## config.mk

```make
export PLATFORM = sky130hd
export DESIGN_NAME = sync_timing_decoder
export DESIGN_NICKNAME = d
export VERILOG_FILES = /design/src/rtl/sync_dec_pkg.sv /design/src/rtl/embed_code_parser.sv /design/src/rtl/discrete_sync_decoder.sv /design/src/rtl/line_blank_counter.sv /design/src/rtl/sync_timing_decoder.sv
export SDC_FILE = /design/constraint.sdc
export NUM_CORES = 1
export LEC_CHECK = 0
export BUFFER_PORTS_ARGS = -buffer_cell sky130_fd_sc_hd__buf_2
export CORE_MARGIN = 4
export CORE_UTILIZATION = 56
export DETAILED_ROUTE_END_ITERATION = 12
export PLACE_DENSITY = 0.85
export REMOVE_ABC_BUFFERS = 1
export SLEW_MARGIN = 15
export SYNTH_ARGS = -nofsm -noshare
export SYNTH_HDL_FRONTEND = slang
export SYNTH_SLANG_ARGS = --single-unit
```

## constraint.sdc

```tcl
create_clock -name clk -period 2.6 [get_ports clk]
set_clock_uncertainty 0.2 [all_clocks]
set_input_delay 0.52 -clock clk [delete_from_list [all_inputs] [get_ports clk]]
set_output_delay 0.52 -clock clk [all_outputs]
set_load 0.01 [all_outputs]
```

## src/rtl/sync_dec_pkg.sv

```systemverilog
// Shared types for the sync timing decoder.
package sync_dec_pkg;
    typedef enum logic [1:0] {
        MODE_EMBED = 2'd0,
        MODE_FLD_LO = 2'd1,
        MODE_HV = 2'd2,
        MODE_FLD_HI = 2'd3
    } tmode_e;
endpackage

```

## src/rtl/embed_code_parser.sv

```systemverilog
// Finds preamble + timing word in the pixel stream and decodes F/V/H.
// Assumes: preamble is all-ones, zero, zero; protection bits sit below H.
module embed_code_parser #(
    parameter int DW = 10
) (
    input  logic          clk,
    input  logic          rst_n,
    input  logic [DW-1:0] pix,
    output logic          sol,
    output logic          sof,
    output logic          err,
    output logic          active,
    output logic          f_bit,
    output logic          v_bit,
    output logic          h_bit
);
    localparam int FPOS = DW - 2;
    localparam int VPOS = DW - 3;
    localparam int HPOS = DW - 4;
    localparam int PTOP = DW - 5;
    localparam int PBOT = DW - 8;

    logic [DW-1:0] hist [3];
    logic          pre_ok, xf, xv, xh, prot_ok;

    // Decode the candidate timing word against the three-word history.
    always_comb begin
        pre_ok  = (hist[2] == {DW{1'b1}}) && (hist[1] == '0) && (hist[0] == '0);
        xf      = pix[FPOS];
        xv      = pix[VPOS];
        xh      = pix[HPOS];
        prot_ok = (pix[PTOP:PBOT] == {xv ^ xh, xf ^ xh, xf ^ xv, xf ^ xv ^ xh});
    end

    // Shift history and update timing state on valid words.
    always_ff @(posedge clk) begin
        if (!rst_n) begin
            for (int i = 0; i < 3; i++) hist[i] <= '0;
            sol <= 1'b0; sof <= 1'b0; err <= 1'b0; active <= 1'b0;
            f_bit <= 1'b0; v_bit <= 1'b0; h_bit <= 1'b0;
        end else begin
            hist[2] <= hist[1];
            hist[1] <= hist[0];
            hist[0] <= pix;
            sol <= 1'b0;
            sof <= 1'b0;
            err <= 1'b0;
            if (pre_ok) begin
                if (!prot_ok) begin
                    err <= 1'b1;
                end else begin
                    f_bit <= xf;
                    v_bit <= xv;
                    h_bit <= xh;
                    if (xh) begin
                        sol    <= 1'b1;
                        active <= 1'b0;
                    end else begin
                        active <= ~xv;
                    end
                    if (f_bit && !xf) sof <= 1'b1;
                end
            end
        end
    end
endmodule

```

## src/rtl/discrete_sync_decoder.sv

```systemverilog
// Edge detection and field qualification for discrete sync inputs.
// Assumes: inputs active low, high during reset, mode static.
module discrete_sync_decoder
    import sync_dec_pkg::*;
(
    input  logic   clk,
    input  logic   rst_n,
    input  tmode_e mode,
    input  logic   hs_n,
    input  logic   vs_n,
    input  logic   bl_n,
    output logic   sol,
    output logic   fstart,
    output logic   sof,
    output logic   field,
    output logic   h_act,
    output logic   bl_q
);
    logic hs_q, vs_q;
    logic hs_fall, vs_fall, fld_chg;
    logic new_fld, new_lvl;

    // Qualify field events for the selected convention.
    always_comb begin
        hs_fall = hs_q & ~hs_n;
        vs_fall = vs_q & ~vs_n;
        fld_chg = vs_q ^ vs_n;
        new_fld = 1'b0;
        new_lvl = 1'b0;
        unique case (mode)
            MODE_FLD_LO: begin new_fld = fld_chg & ~hs_n; new_lvl = vs_n; end
            MODE_FLD_HI: begin new_fld = fld_chg &  hs_n; new_lvl = vs_n; end
            MODE_HV: begin
                if (hs_fall && vs_fall) begin new_fld = 1'b1; new_lvl = 1'b0; end
                else if (vs_fall && hs_n) begin new_fld = 1'b1; new_lvl = 1'b1; end
            end
            default: begin new_fld = 1'b0; new_lvl = 1'b0; end
        endcase
    end

    // Register previous inputs and timing events.
    always_ff @(posedge clk) begin
        if (!rst_n) begin
            hs_q <= 1'b1; vs_q <= 1'b1; bl_q <= 1'b0;
            sol <= 1'b0; fstart <= 1'b0; sof <= 1'b0; field <= 1'b0; h_act <= 1'b0;
        end else begin
            hs_q   <= hs_n;
            vs_q   <= vs_n;
            bl_q   <= bl_n;
            h_act  <= ~hs_n;
            sol    <= hs_fall;
            fstart <= new_fld;
            sof    <= new_fld & ~new_lvl;
            if (new_fld) field <= new_lvl;
        end
    end
endmodule

```

## src/rtl/line_blank_counter.sv

```systemverilog
// Counts lines since field start and flags vertical blanking lines.
// Assumes: field start and line pulses are single-cycle.
module line_blank_counter #(
    parameter int LINE_W  = 10,
    parameter int VBL_525 = 20,
    parameter int VBL_625 = 22
) (
    input  logic clk,
    input  logic rst_n,
    input  logic pal,
    input  logic sol,
    input  logic fstart,
    output logic active
);
    localparam logic [LINE_W-1:0] N_A  = LINE_W'(VBL_525);
    localparam logic [LINE_W-1:0] N_B  = LINE_W'(VBL_625);
    localparam logic [LINE_W-1:0] LMAX = {LINE_W{1'b1}};

    logic [LINE_W-1:0] cnt;

    // Restart at field start, otherwise count lines with saturation.
    always_ff @(posedge clk) begin
        if (!rst_n)                   cnt <= '0;
        else if (fstart)              cnt <= '0;
        else if (sol && cnt != LMAX)  cnt <= cnt + 1'b1;
    end

    // Active once past the blanking lines of the chosen standard.
    always_comb active = (cnt >= (pal ? N_B : N_A));
endmodule

```

## src/rtl/sync_timing_decoder.sv

```systemverilog
// Top: selects embedded or discrete timing source and master pin outputs.
// Assumes: mode/master/standard/blank selects static outside reset.
module sync_timing_decoder
    import sync_dec_pkg::*;
#(
    parameter int DW      = 10,
    parameter int LINE_W  = 10,
    parameter int VBL_525 = 20,
    parameter int VBL_625 = 22
) (
    input  logic          clk,
    input  logic          rst_n,
    input  logic [1:0]    mode_sel,
    input  logic          master_en,
    input  logic          pal_sel,
    input  logic          blank_use,
    input  logic [DW-1:0] pix_in,
    input  logic          hsync_n,
    input  logic          vsync_n,
    input  logic          blank_n,
    output logic          sol_o,
    output logic          sof_o,
    output logic          field_o,
    output logic          active_o,
    output logic          code_err_o,
    output logic          hs_out,
    output logic          vs_out,
    output logic          blk_out
);
    tmode_e mode;
    logic e_sol, e_sof, e_err, e_act, e_f, e_v, e_h;
    logic d_sol, d_fs, d_sof, d_fld, d_h, d_bl, lb_act, d_act;

    always_comb mode = tmode_e'(mode_sel);

    embed_code_parser #(.DW(DW)) u_embed (
        .clk(clk), .rst_n(rst_n), .pix(pix_in),
        .sol(e_sol), .sof(e_sof), .err(e_err), .active(e_act),
        .f_bit(e_f), .v_bit(e_v), .h_bit(e_h)
    );

    discrete_sync_decoder u_disc (
        .clk(clk), .rst_n(rst_n), .mode(mode),
        .hs_n(hsync_n), .vs_n(vsync_n), .bl_n(blank_n),
        .sol(d_sol), .fstart(d_fs), .sof(d_sof), .field(d_fld),
        .h_act(d_h), .bl_q(d_bl)
    );

    line_blank_counter #(.LINE_W(LINE_W), .VBL_525(VBL_525), .VBL_625(VBL_625)) u_lines (
        .clk(clk), .rst_n(rst_n), .pal(pal_sel),
        .sol(d_sol), .fstart(d_fs), .active(lb_act)
    );

    // Route the selected source to the outputs.
    always_comb begin
        d_act = blank_use ? d_bl : lb_act;
        if (mode == MODE_EMBED) begin
            sol_o = e_sol; sof_o = e_sof; field_o = e_f;
            active_o = e_act; code_err_o = e_err;
            hs_out = master_en & e_h;
            vs_out = master_en & e_f;
            blk_out = master_en & e_v;
        end else begin
            sol_o = d_sol; sof_o = d_sof; field_o = d_fld;
            active_o = d_act; code_err_o = 1'b0;
            hs_out = master_en & d_h;
            vs_out = master_en & d_fld;
            blk_out = master_en & ~d_act;
        end
    end
endmodule

```

==> impl_metrics.toml <==
[floorplan]
die_h_um = 69.38
coreArea_sq_um = 3661
io_pins = 28
fp.dieW_um = 69.38
placementRows = 22
dieArea_sq_um = 4813
start_util = 0.5762

[setup_path]
slowest_delay_ns = 0.40
worstPathRequired_ns = 1.88
arrival_ns = 1.69
reg2regPathDepth = 4
endpoint_kind = "output pin"
start_kind = "flop"
path_cells = "inv_1 > ha_1 > nand2b_1 > a21oi_1 > o21ai_1 > o311a_1 > buf_2"
crit_type = "flop to output pin"
crit_cells = 7
crit_buf_inv = 2
critPathTopFamily = "compound AO/OA/AOI/OAI gates"
cp_slowest_cell = "dfxtp_1"
path_max_fanout = 4

[sta]
final.min_clock_period_ns = 2.410
slew_headroom = 0.4368
hold_ws_ns = 0.2171
tightestPinTransition_ns = 0.8317
rsz0062_at_grt = "no"
finalSetupViolCount = 0
maxSlewViolCount = 0
fmax_mhz = 414.9
fin_crit_sh = 0.9270
hold_viol = 0
tns_ns = 0

[clock_network]
clk_path_buf_depth = 2
insertion_delay_ns = 0.31
clock-root-buffer = "clkbuf_8"
numCtsBuffers = 5
htreeDepth = 2
holdBufCountCts = 0
clk_pin_slew_worst_paths_ns = 0.10
cts_tree = "done"
clock-sinks = 55

[synth]
synth_fa_ha_area_frac = 0.02372
synth_compound_area_frac = 0.08956
synth_edf_count = 0
muxShareOfSynthArea = 0.03440
synth_xor_area_frac = 0.03559
ys.flop_type = "dfxtp_1"
synthesis.area_sq_um = 2110
synth_warnings = 0
synth_top_family_by_area = "simple AND/OR/NAND/NOR gates"
async_flop_share = 0
synthDistinctLibCells = 40
synth_top_cell_by_area = "dfxtp_1"
yosysSeqAreaShare = 0.5219
syn_inst = 214
synthSimpleGateAreaFrac = 0.2645
synth_area_leaders = "dfxtp_1 52%, and2_1 9.5%, nand2_1 3.2%"
ys_ff_latch = 55
synth_top_area_share = 0.5219
synth.avg_cell_area_sq_um = 9.858

[grt]
grt_pass1_vias = 1447
grt_pass1_wl_um = 6285
grt_max_degree = 27
antenna_found_initial = 0
grt_usage = 0.1619
overflow = 0

[outcome]
status = "finished clean"

[routing]
vias = 1537
drt_first_pass_iters = 4
routedWlPerCell_um = 12.53
via_per_inst = 5.228
drc_errors = 0
wl_um = 3683
antenna_left = 0
drt-initial-drc-count = 59

[min_path]
holdCritPathClass = "input port to flop"
worst_hold_path.num_cells = 2

[pwr]
vdd_drop_max_uv = 408.8
p_sw_frac = 0.2279
clockPowerShare = 0.326
intPower_w = 0.001141
p_leak_nw = 1.011
power.density_nw_per_um2 = 616.6
p_comb_frac = 0.078
seq_power_share = 0.596
power_switching_w = 0.0003369

[run]
drv_cap = 0

[final_layout]
antenna_cells = 0
syn_to_final_growth_pct = 13.64
final_common_cell = "dfxtp_1"
layout_common_cells = "55 x dfxtp_1, 32 x and2_1, 27 x buf_2, 18 x nand2_1, 12 x inv_1"
drive_gt1_frac = 0.1829
fin_area_sq_um = 2397
final_nets = 269
final_cells = 294

[placement]
place_hpwl_um = 2809
place_area_sq_um = 2301
dp.cells = 286
place.port_buffers = 27
place.gp.congestion = 0.8386
## state kept, by name, indices dropped and copies added, names as in the netlist
signal and count:
u_lines.cnt 10, u_disc.vs_q 1, u_disc.bl_q 1, u_disc.field 1
u_embed.h_bit 1, u_embed.v_bit 1, u_embed.err 1, u_embed.f_bit 1
u_embed.active 1, u_embed.hist 30, u_disc.sof 1, u_embed.sol 1
u_disc.sol 1, u_disc.h_act 1, u_disc.fstart 1, u_disc.hs_q 1
u_embed.sof 1
## synthesized netlist by cell type (3+ instances only)
library cell	count
and2_1	32
a211oi_1	3
clkbuf_1	4
a21oi_1	8
mux2i_1	5
nand4_1	4
nor4_1	5
inv_1	12
xor2_1	5
or3_1	3
and3_1	3
nor2_1	10
nand2b_1	3
nand3_1	5
o21ai_0	7
ha_1	4
nand2_1	18
dfxtp_1	55
## layout make-up
class / count / area, sq um
fillers: 284 / 1264
repair buffers: 29 / 150.1
clock buffers: 6 / 82.58
multi-input cells: 142 / 944.7
inverters: 12 / 45.04
well taps: 48 / 60.06
clock inverters: 2 / 13.76
flip-flops and latches: 55 / 1101
## power by group through the flow
stage	sequential, W	clock (W)	combinational [W]
after floorplan	0.000897	0	0.0000674
after global placement	0.000900	0	0.000112
after detailed placement	0.000901	0	0.000116
after CTS	0.000882	0.000492	0.000117
after global routing	0.000885	0.000531	0.000131
final	0.000881	0.000481	0.000115
## timing repair
action / 4_1_cts / 5_1_grt
endpoints found under the setup margin: 0 / 1
resized for setup: 0 / 1
buffers inserted: 0 / 0
hold endpoints to repair: 0 / 0
## cells by family (layout without fill, tap and decap cells)
| kind of cell | after synthesis | count (layout) |
|---|---|---|
| buffers and inverters | 17 | 49 |
| adders and majority gates | 4 | 4 |
| DFF | 55 | 55 |
| and+or+nand+nor | 97 | 97 |
| xor gates and xnor gates | 7 | 7 |
| muxes | 7 | 7 |
| AOI/OAI and AO/OA | 27 | 27 |
## per-stage QoR
stage | worst slack, ns | total power (W) | utilization
floorplan | 0.4271 | 0.0009643 | -
global placement | 0.2174 | 0.001012 | 0.6285
detailed placement | 0.1164 | 0.001017 | 0.6285
CTS | 0.07774 | 0.001490 | 0.6548
global route | 0.07408 | 0.001546 | 0.6548
finish | 0.1899 | 0.001478 | 0.6548
## path summary, 6_finish.rpt
| kind | start | end | slack, ns |
|---|---|---|---|
| worst max-delay path | u_lines.cnt[1]$_SDFFE_PP0P_ | blk_out | 0.19 |
| worst min-delay path | pix_in[9] | u_embed.hist[0][9]$_SDFF_PN0_ | 0.22 |
| worst max register to register | u_embed.hist[0][11]$_SDFF_PN0_ | u_embed.sof$_SDFF_PN0_ | 0.36 |
| worst min register to register | u_embed.hist[0][3]$_SDFF_PN0_ | u_embed.hist[0][13]$_SDFF_PN0_ | 0.26 |
## layer usage
layer  wire length [um]  GRT usage  share of wire
met5                  0          0              0
met4                103    0.07375          0.028
met3                147    0.04493          0.040
met2               1760     0.2733           0.48
met1               1672     0.1898           0.45
Note: power is estimated with default switching activity, not from simulation.
